$ cat config.mk
export PLATFORM = sky130hd
export DESIGN_NAME = con_console
export DESIGN_NICKNAME = d
export VERILOG_FILES = /design/src/rtl/con_pkg.sv /design/src/rtl/con_bus_dec.sv /design/src/rtl/con_uart_tx.sv /design/src/rtl/con_uart_rx.sv /design/src/rtl/con_console.sv
export SDC_FILE = /design/constraint.sdc
export NUM_CORES = 1
export LEC_CHECK = 0
export ABC_AREA = 1
export BUFFER_PORTS_ARGS = -buffer_cell sky130_fd_sc_hd__buf_2
export CAP_MARGIN = 20
export CORE_ASPECT_RATIO = 0.7
export CORE_UTILIZATION = 33
export DETAILED_ROUTE_END_ITERATION = 12
export GPL_ROUTABILITY_DRIVEN = 0
export PLACE_DENSITY = 0.58
export SETUP_SLACK_MARGIN = 0.02
export SLEW_MARGIN = 40
export SYNTH_ARGS = -nofsm -noshare
export SYNTH_HDL_FRONTEND = slang
export SYNTH_SLANG_ARGS = --single-unit
$ cat constraint.sdc
create_clock -name clk_i -period 2.4 [get_ports clk_i]
set_input_delay 0.24 -clock clk_i [delete_from_list [all_inputs] [get_ports clk_i]]
set_output_delay 0.24 -clock clk_i [all_outputs]
set_load 0.01 [all_outputs]
$ cat src/rtl/con_pkg.sv
package con_pkg;
  localparam int unsigned DATA_W   = 16;
  localparam int unsigned BYTE_W   = 8;
  localparam int unsigned FLAG_BIT = 7;
  localparam int unsigned FRAME_BITS = 10;

  typedef enum logic [1:0] {
    REG_RXST  = 2'd0,
    REG_RXDAT = 2'd1,
    REG_TXST  = 2'd2,
    REG_TXDAT = 2'd3
  } con_reg_e;
endpackage

$ cat src/rtl/con_bus_dec.sv
module con_bus_dec
  import con_pkg::*;
#(
  parameter int unsigned ADDR_W    = 22,
  parameter logic [ADDR_W-1:0] BASE_ADDR = 22'o17777560
) (
  input  logic              io_sel_i,
  input  logic [ADDR_W-1:0] addr_i,
  input  logic              rd_i,
  input  logic              wr_i,
  output logic              rd_hit_o,
  output logic              wr_hit_o,
  output con_reg_e          sel_o
);
  logic hit;
  assign hit      = io_sel_i && (addr_i[ADDR_W-1:3] == BASE_ADDR[ADDR_W-1:3]);
  assign rd_hit_o = hit && rd_i;
  assign wr_hit_o = hit && wr_i;
  assign sel_o    = con_reg_e'(addr_i[2:1]);
endmodule

$ cat src/rtl/con_uart_tx.sv
module con_uart_tx
  import con_pkg::*;
#(
  parameter int unsigned OVS = 16
) (
  input  logic              clk_i,
  input  logic              rst_ni,
  input  logic              tick_i,
  input  logic              ld_i,
  input  logic [BYTE_W-1:0] data_i,
  output logic              ready_o,
  output logic              txd_o
);
  localparam int unsigned CW = (OVS > 1) ? $clog2(OVS) : 1;
  localparam logic [CW-1:0] TICK_LAST = CW'(OVS - 1);
  localparam logic [3:0]    BIT_LAST  = 4'(FRAME_BITS - 1);

  logic                  busy_q;
  logic [FRAME_BITS-1:0] sh_q;
  logic [CW-1:0]         tcnt_q;
  logic [3:0]            bcnt_q;

  always_ff @(posedge clk_i or negedge rst_ni) begin
    if (!rst_ni) begin
      busy_q <= 1'b0;
      sh_q   <= '1;
      tcnt_q <= '0;
      bcnt_q <= '0;
    end else if (!busy_q) begin
      if (ld_i) begin
        busy_q <= 1'b1;
        sh_q   <= {1'b1, data_i, 1'b0};
        tcnt_q <= '0;
        bcnt_q <= '0;
      end
    end else if (tick_i) begin
      if (tcnt_q == TICK_LAST) begin
        tcnt_q <= '0;
        sh_q   <= {1'b1, sh_q[FRAME_BITS-1:1]};
        if (bcnt_q == BIT_LAST) busy_q <= 1'b0;
        else                    bcnt_q <= bcnt_q + 4'd1;
      end else begin
        tcnt_q <= tcnt_q + 1'b1;
      end
    end
  end

  assign ready_o = !busy_q;
  assign txd_o   = sh_q[0];

  assert_start_bit_R5: assert property (@(posedge clk_i) disable iff (!rst_ni)
    (ld_i && !busy_q) |=> !txd_o);
  assert_idle_high_R6: assert property (@(posedge clk_i) disable iff (!rst_ni)
    !busy_q |-> txd_o);
  assert_busy_ignore_R7: assert property (@(posedge clk_i) disable iff (!rst_ni)
    (busy_q && ld_i && !tick_i) |=> $stable(sh_q));
endmodule

$ cat src/rtl/con_uart_rx.sv
module con_uart_rx
  import con_pkg::*;
#(
  parameter int unsigned OVS = 16
) (
  input  logic              clk_i,
  input  logic              rst_ni,
  input  logic              tick_i,
  input  logic              rxd_i,
  input  logic              clr_i,
  output logic              done_o,
  output logic [BYTE_W-1:0] data_o
);
  localparam int unsigned CW = (OVS > 1) ? $clog2(OVS) : 1;
  localparam logic [CW-1:0] TICK_LAST = CW'(OVS - 1);
  localparam logic [CW-1:0] HALF_LAST = CW'(OVS / 2 - 1);
  localparam logic [3:0]    BIT_LAST  = 4'(FRAME_BITS - 1);

  typedef enum logic {RX_IDLE, RX_RUN} rx_st_e;

  rx_st_e            st_q;
  logic [1:0]        sync_q;
  logic              rxs;
  logic [3:0]        idx_q;
  logic [CW-1:0]     cnt_q;
  logic [CW-1:0]     lim;
  logic [BYTE_W-1:0] sh_q;
  logic [BYTE_W-1:0] data_q;
  logic              done_q;

  assign rxs = sync_q[1];
  // first sample lands mid start bit, later ones a full bit apart
  assign lim = (idx_q == 4'd0) ? HALF_LAST : TICK_LAST;

  always_ff @(posedge clk_i or negedge rst_ni) begin
    if (!rst_ni) begin
      st_q   <= RX_IDLE;
      sync_q <= 2'b11;
      idx_q  <= '0;
      cnt_q  <= '0;
      sh_q   <= '0;
      data_q <= '0;
      done_q <= 1'b0;
    end else begin
      sync_q <= {sync_q[0], rxd_i};
      if (clr_i) done_q <= 1'b0;
      unique case (st_q)
        RX_IDLE: if (tick_i && !rxs) begin
          st_q  <= RX_RUN;
          cnt_q <= '0;
          idx_q <= '0;
        end
        RX_RUN: if (tick_i) begin
          if (cnt_q != lim) begin
            cnt_q <= cnt_q + 1'b1;
          end else begin
            cnt_q <= '0;
            idx_q <= idx_q + 4'd1;
            if (idx_q == 4'd0) begin
              if (rxs) st_q <= RX_IDLE;
            end else if (idx_q == BIT_LAST) begin
              st_q <= RX_IDLE;
              if (rxs) begin
                data_q <= sh_q;
                done_q <= 1'b1;
              end
            end else begin
              sh_q <= {rxs, sh_q[BYTE_W-1:1]};
            end
          end
        end
        default: st_q <= RX_IDLE;
      endcase
    end
  end

  assign done_o = done_q;
  assign data_o = data_q;

  assert_done_needs_stop_R11: assert property (@(posedge clk_i) disable iff (!rst_ni)
    $rose(done_q) |-> $past(rxs));
  assert_done_clear_R9: assert property (@(posedge clk_i) disable iff (!rst_ni)
    (clr_i && st_q == RX_IDLE) |=> !done_q);
endmodule

$ cat src/rtl/con_console.sv
module con_console
  import con_pkg::*;
#(
  parameter int unsigned ADDR_W = 22,
  parameter logic [ADDR_W-1:0] BASE_ADDR = 22'o17777560,
  parameter int unsigned OVS = 16
) (
  input  logic              clk_i,
  input  logic              rst_ni,
  input  logic              baud_tick_i,
  input  logic              io_sel_i,
  input  logic [ADDR_W-1:0] addr_i,
  input  logic              rd_i,
  input  logic              wr_i,
  input  logic [DATA_W-1:0] wdata_i,
  output logic [DATA_W-1:0] rdata_o,
  input  logic              rxd_i,
  output logic              txd_o
);
  logic              rd_hit, wr_hit;
  con_reg_e          sel;
  logic              tx_ready, rx_done;
  logic [BYTE_W-1:0] rx_data;
  logic [DATA_W-1:0] rdata_q;

  con_bus_dec #(.ADDR_W(ADDR_W), .BASE_ADDR(BASE_ADDR)) u_dec (
    .io_sel_i (io_sel_i),
    .addr_i   (addr_i),
    .rd_i     (rd_i),
    .wr_i     (wr_i),
    .rd_hit_o (rd_hit),
    .wr_hit_o (wr_hit),
    .sel_o    (sel)
  );

  con_uart_tx #(.OVS(OVS)) u_tx (
    .clk_i   (clk_i),
    .rst_ni  (rst_ni),
    .tick_i  (baud_tick_i),
    .ld_i    (wr_hit && sel == REG_TXDAT),
    .data_i  (wdata_i[BYTE_W-1:0]),
    .ready_o (tx_ready),
    .txd_o   (txd_o)
  );

  con_uart_rx #(.OVS(OVS)) u_rx (
    .clk_i  (clk_i),
    .rst_ni (rst_ni),
    .tick_i (baud_tick_i),
    .rxd_i  (rxd_i),
    .clr_i  (rd_hit && sel == REG_RXDAT),
    .done_o (rx_done),
    .data_o (rx_data)
  );

  always_ff @(posedge clk_i or negedge rst_ni) begin
    if (!rst_ni) begin
      rdata_q <= '0;
    end else begin
      rdata_q <= '0;
      if (rd_hit) begin
        unique case (sel)
          REG_RXST:  rdata_q[FLAG_BIT] <= rx_done;
          REG_RXDAT: rdata_q[BYTE_W-1:0] <= rx_data;
          REG_TXST:  rdata_q[FLAG_BIT] <= tx_ready;
          default:   rdata_q <= '0;
        endcase
      end
    end
  end

  assign rdata_o = rdata_q;

  assert_rdata_idle_R3: assert property (@(posedge clk_i) disable iff (!rst_ni)
    !rd_hit |=> (rdata_o == '0));
  assert_upper_zero_R4: assert property (@(posedge clk_i) disable iff (!rst_ni)
    rdata_o[DATA_W-1:BYTE_W] == '0);
  assert_miss_no_tx_R1: assert property (@(posedge clk_i) disable iff (!rst_ni)
    (!io_sel_i && tx_ready && !wr_hit) |=> tx_ready);
endmodule

# [After elaboration in Yosys (flattened, before gate mapping)]
# Index checks and enable logic that the tools add are counted.
[classes] eq_ne=14 n_mux=42 reduce_logical=18 bitwise_logic=4 add_sub_neg=4
[op_table] cell="$mux W4" count=14
[op_table] cell="$mux W10" count=4
[op_table] cell="$eq A19 B19 Y1 const B" count=1
[op_table] cell="$mux W1" count=18
[op_table] cell="$add A4 B1 Y4 const B" count=4
[op_table] cell="$pmux W4 S2" count=2
[op_table] cell="$eq A4 B4 Y1 const B" count=3
[op_table] cell="$ne A2 B2 Y1 const B" count=5
[op_table] cell="$mux W8" count=1
[op_table] cell="$mux W7" count=1
[op_table] cell="$logic_and A1 B1 Y1" count=6
[op_table] cell="$reduce_and A3 Y1" count=2
[op_table] cell="$reduce_and A6 Y1" count=1
[op_table] cell="$reduce_and A5 Y1" count=1
[op_table] cell="$eq A2 B2 Y1 const B" count=2
[op_table] cell="$logic_not A4 Y1" count=1
[op_table] cell="$ne A4 B4 Y1" count=1
[op_table] cell="$not A1 Y1" count=4
[op_table] cell="$reduce_and A2 Y1" count=2
[op_table] cell="$reduce_and A4 Y1" count=1
[op_table] cell="$pmux W1 S3" count=1
[op_table] cell="$eq A2 B1 Y1 const B" count=1
[op_table] cell="$logic_not A1 Y1" count=2
[op_table] cell="$logic_not A2 Y1" count=1
[op_table] cell="other kinds (3)" count=3
[word_totals] inputBits=45 regBits=55 output_inout_bits=17

# [Longest topological paths before layout]
[depth] word_depth=11 ltp_mapped=11 depth_no_buf=10

# [Modules after synthesis]
# From an unflattened synthesis, not the netlist that was laid out.
[hier_totals] cells_unflattened=333 hier_area_um2=2808.9
[by_module_without_submodules] module="con_uart_rx" area_per_inst_um2=1348.8 seq_area_each_um2=703.2 n_inst=1 cells_each=148
[by_module_without_submodules] module="con_uart_tx" area_per_inst_um2=979.7 seq_area_each_um2=461.7 n_inst=1 cells_each=117
[by_module_without_submodules] module="con_console" area_per_inst_um2=375.4 seq_area_each_um2=200.2 n_inst=1 cells_each=43
[by_module_without_submodules] module="con_bus_dec" area_per_inst_um2=105.1 seq_area_each_um2=0.0 n_inst=1 cells_each=25

# [Worst setup path after synthesis]
# No wires, ideal clock.
[synth_path] kind="register to register" start="register u_rx.idx_q[0]" end="register u_rx.data_q[1], in the netlist u_rx.data_o[1]" period_less_slack_ns=1.492 arrival_time_ns=1.375 t_required_ns=2.283 path_stages_with_launch=11 path_slack_ns=0.908 path_cell_list="dfrtp_1 inv_1 ha_1 nand2_1 nand2_2 nand2_4 nor2_8 nand3_4 buf_6 o21ai_1 inv_1"
[synth_via] elab_chain_cells=5 elab_cells_between_ends=7 cone_classes="2 x eq/ne; 1 x mux; 2 x bitwise; 2 x reduce/logical"
[synth_lines] element="start: declaration" line_no="con_uart_rx.sv:24" source="logic [3:0] idx_q;"
[synth_lines] element="start signal: assignment" line_no="con_uart_rx.sv:58" source="idx_q <= idx_q + 4'd1;"
[synth_lines] element="$logic_not A4 Y1" line_no="con_uart_rx.sv:33, con_uart_rx.sv:59"
[synth_lines] element="$mux W4" line_no="con_uart_rx.sv:33" source="assign lim = (idx_q == 4'd0) ? HALF_LAST : TICK_LAST;"
[synth_lines] element="$ne A4 B4 Y1" line_no="con_uart_rx.sv:54" source="if (cnt_q != lim) begin"
[synth_lines] element="$not A1 Y1 (no line)"
[synth_lines] element="$reduce_and A6 Y1 (no line) *"
[synth_lines] element="end signal: assignment" line_no="con_uart_rx.sv:64" source="data_q <= sh_q;"
[synth_lines] element="end: declaration" line_no="con_uart_rx.sv:28" source="logic [BYTE_W-1:0] data_q;"
# Mark *: on every way between the ends. The rest lies on a longest branch, timed or not.
# A chain may end at the register's enable or synchronous reset.

# [Final worst setup path]
[layout_path] start="register u_tx.busy_q" end="register u_tx.bcnt_q[1]"
[layout_via] elab_chain_cells=2 elab_cells_between_ends=6 cone_classes="3 x eq/ne; 1 x mux; 2 x reduce/logical"
[layout_lines] element="start: declaration" line_no="con_uart_tx.sv:18" source="logic busy_q;"
[layout_lines] element="start signal: assignment" line_no="con_uart_tx.sv:25" source="busy_q <= 1'b0;"
[layout_lines] element="start signal: assignment" line_no="con_uart_tx.sv:31" source="busy_q <= 1'b1;"
[layout_lines] element="start signal: assignment" line_no="con_uart_tx.sv:40" source="if (bcnt_q == BIT_LAST) busy_q <= 1'b0;"
[layout_lines] element="$ne A2 B2 Y1 (no line) or $reduce_bool A2 Y1 (tied branches)"
[layout_lines] element="$reduce_and A4 Y1 (no line)"
[layout_lines] element="end signal: assignment" line_no="con_uart_tx.sv:41" source="else bcnt_q <= bcnt_q + 4'd1;"
[layout_lines] element="end: declaration" line_no="con_uart_tx.sv:21" source="logic [3:0] bcnt_q;"
# Parallel ways exist; a longest one is shown, timed or not.

==> out/results.txt <==
Synth area leader: dfrtp_1
Post-synthesis area per instance: 8.24 um^2
Total GRT Usage: 13.5%
Peak supply drop: 0.333 mV
Row count: 26
Clk sink count: 54
IO Port Bufs: 44
Area Overhead vs Synth: 17.2%
Via density per instance: 4.42
Final Cell Area: 3120 um^2
Sequential-to-total area share from yosys stat: 51.3%
CTS tree: built
H-tree levels: 2
Max stage delay on crit path: 0.54 ns
Comb pwr share: 16.5%
Most common cell in the synthesized netlist: nand2_1
Core box area: 7550 um^2
Cell variety after synth: 30
Status: completed
DRT Pass-1 Iters: 4
Hpwl dp: 3770 um
Remaining antenna violation count after routing: 0
Max Fanout on Critical Path: 15
Xor and xnor fraction of the mapped netlist area: 1.65%
Slew @ Worst Pin: 0.599 ns
Asr flop ratio synth: 100%
Hold Fails Final Rpt: 0
Largest family of logic cells by synthesized area: simple AND/OR/NAND/NOR gates
Root buffer cell: clkbuf_16
Nets: 423
Crit end category: flip-flop
Post-synthesis adder-cell area fraction: 3.29%
Remaining Overflow, GRT: 0
Hold/Removal Path Class: input pin to flip-flop
Syn. warnings: 0
Global-route wire length before repair: 8930 um
Post-Place Cell Area: 2950 um^2
Fin util: 41.3%
Max-slew violation count: 0
CP Launch Type: flip-flop
Flop pwr share: 48.7%
Setup Total Neg Slack: 0 ns
Max Freq: 574 MHz
Mux share of post-synthesis cell area: 0%
Most frequent CP cell: nand2_1
Crit path arrival time: 1.92 ns
CTS resizes: 0
Synth Area in Compound Gates: 6.02%
Clock power share: 34.9%
Worst-path clk slew: 0.07 ns
Final setup vio count: 0
Cts bufs inserted: 5
Die Wd: 109 um
Clock Latency Late Sink: 0.29 ns
Maximum buffer depth of the clock tree: 2
DR iter-0 viols: 66
Final WL: 5150 um
Crit-path cells: nor3_1 -> nand3_1 -> nand2_2 -> nand2_1 -> nand2_1 -> nand2_1
Number of I/O pins: 62
Initial Utilization: 35.3%
Total power: 0.00213 W
Clock skew: 0.00418 ns
Routed len/inst: 10.9 um
Psw: 0.000601 W
Internal power: 0.00153 W
Antenna violations before repair: 0
Crit path time final: 1.74 ns
WS Path Type: flip-flop to flip-flop
Slowest CP cell: dfrtp_1
DRC Markers: 0
Layout cells sized above 1: 20.4%
Die height: 77.1 um
Rel. slew slack: 60.1%
Worst hold slack: 0.0483 ns
Area contributors post-synth: dfrtp_1 (40%), nand2_1 (15%), dfstp_2 (11%), inv_1 (5.5%), nand3_1 (4.1%)
Synth top area share: 40.4%
Post-synthesis sequential element count: 54
Ant. Diodes: 0
Die ar.: 8430 um^2
Lkg Pwr: 1.68 nW
Cells after Synth: 323
PD cells: 684 nW/um^2
Vias in the first global route: 1977
Max Cap Viol: 0
Net Sw Frac: 28.2%
Post-Syn Area: 2660 um^2
Req. time, crit path: 2.58 ns
Largest net degree at the start of global routing: 27
RSZ-0062 raised after global routing: false
Final Cycle Share: 72.6%
Post-Synth Simple-Gate Area: 28.0%
DR vias: 2077
Post-synth top flop: dfrtp_1
Top cells by count, synth: nand2_1 (106), dfrtp_1 (43), inv_1 (39), nor2_1 (24), nand3_1 (22)
Number of synthesized flops with an enable pin: 0
layout by cell type (no fill, tap or decap), drive strengths merged, types with 4 or more instances in the layout:
cell type	n
nand3	23
conb	8
inv	43
dfrtp	43
nor2	26
dfstp	11
nand4	5
buf	46
xor2	4
nand2	109
clkbuf	6
ha	7
o21ai	29
power by group through the flow:
stage | Combinational [W] | Clock [W] | Sequential, W
after floorplan | 0.000276 | 0 | 0.00103
after global placement | 0.000349 | 0 | 0.00105
after detailed placement | 0.000355 | 0 | 0.00105
after CTS | 0.000357 | 0.000769 | 0.00104
after global routing | 0.000414 | 0.000802 | 0.00105
final | 0.000351 | 0.000744 | 0.00104
worst max-delay path: cells and delay by family, from the launching register on:
kind,cells,cell delay [ns]
flip-flops,1,0.54
AND/OR/NAND/NOR,6,1.10
cells by family (layout without fill, tap and decap cells):
group	Yosys count	after routing
AO/OA/AOI/OAI	31	31
buffers and inverters	57	99
adder cells (fa/ha/maj)	7	7
AND/OR/NAND/NOR	168	168
XOR/XNOR	5	5
other	1	8
flip-flops	54	54
per-layer routing:
metal,GRT usage (%),routed length (um),vias to the layer above
met3,3.06,256,4
met1,19.1,2660,944
met2,20.7,2200,46
li1,-,-,1083
met4,3.60,30,0
met5,0,0,-
state kept, by name, indices dropped and copies added (netlist names):
| register | cells |
|---|---|
| u_rx.cnt_q | 4 |
| u_rx.done_o | 1 |
| u_rx.sh_q | 8 |
| u_rx.idx_q | 4 |
| u_tx.sh_q | 9 |
| u_rx.st_q | 1 |
| u_rx.data_o | 8 |
| u_tx.bcnt_q | 4 |
| u_tx.busy_q | 1 |
| u_tx.tcnt_q | 4 |
| u_rx.sync_q | 2 |
| rdata_o | 8 |
through the flow:
step                instances  worst slack [ns]
floorplan                 330             0.908
global placement          461             0.660
detailed placement        461             0.619
CTS                       470             0.667
global route              470             0.469
finish                    470             0.657
timing repair:
action                                  in CTS  in global routing
setup buffers                                0                  0
hold buffers                                 1                  0
endpoints found under the setup margin       0                  0
endpoints found under the hold margin       13                  0
final cells by class:
type,count,area [um^2]
fill,763,4430
sequential,54,1370
multi-input combinational,219,1070
timing repair buffer,47,245
inverter,44,165
clock buffer,6,139
tap,98,123
clock inverter,2,16.3
path summary, 6_finish.rpt:
kind	from	end	slack [ns]	depth (start not counted)
min	rxd_i	u_rx.sync_q[0]	0.05	1
max reg2reg	u_tx.busy_q	u_tx.bcnt_q[1]	0.66	6
max	u_tx.busy_q	u_tx.bcnt_q[1]	0.66	6
min in group asynchronous	rst_ni	u_tx.tcnt_q[2]	0.49	2
min reg2reg	u_rx.sync_q[0]	u_rx.sync_q[1]	0.36	0
max in group asynchronous	rst_ni	u_rx.data_o[4]	1.26	3
Note: power is estimated with default switching activity, not from simulation.
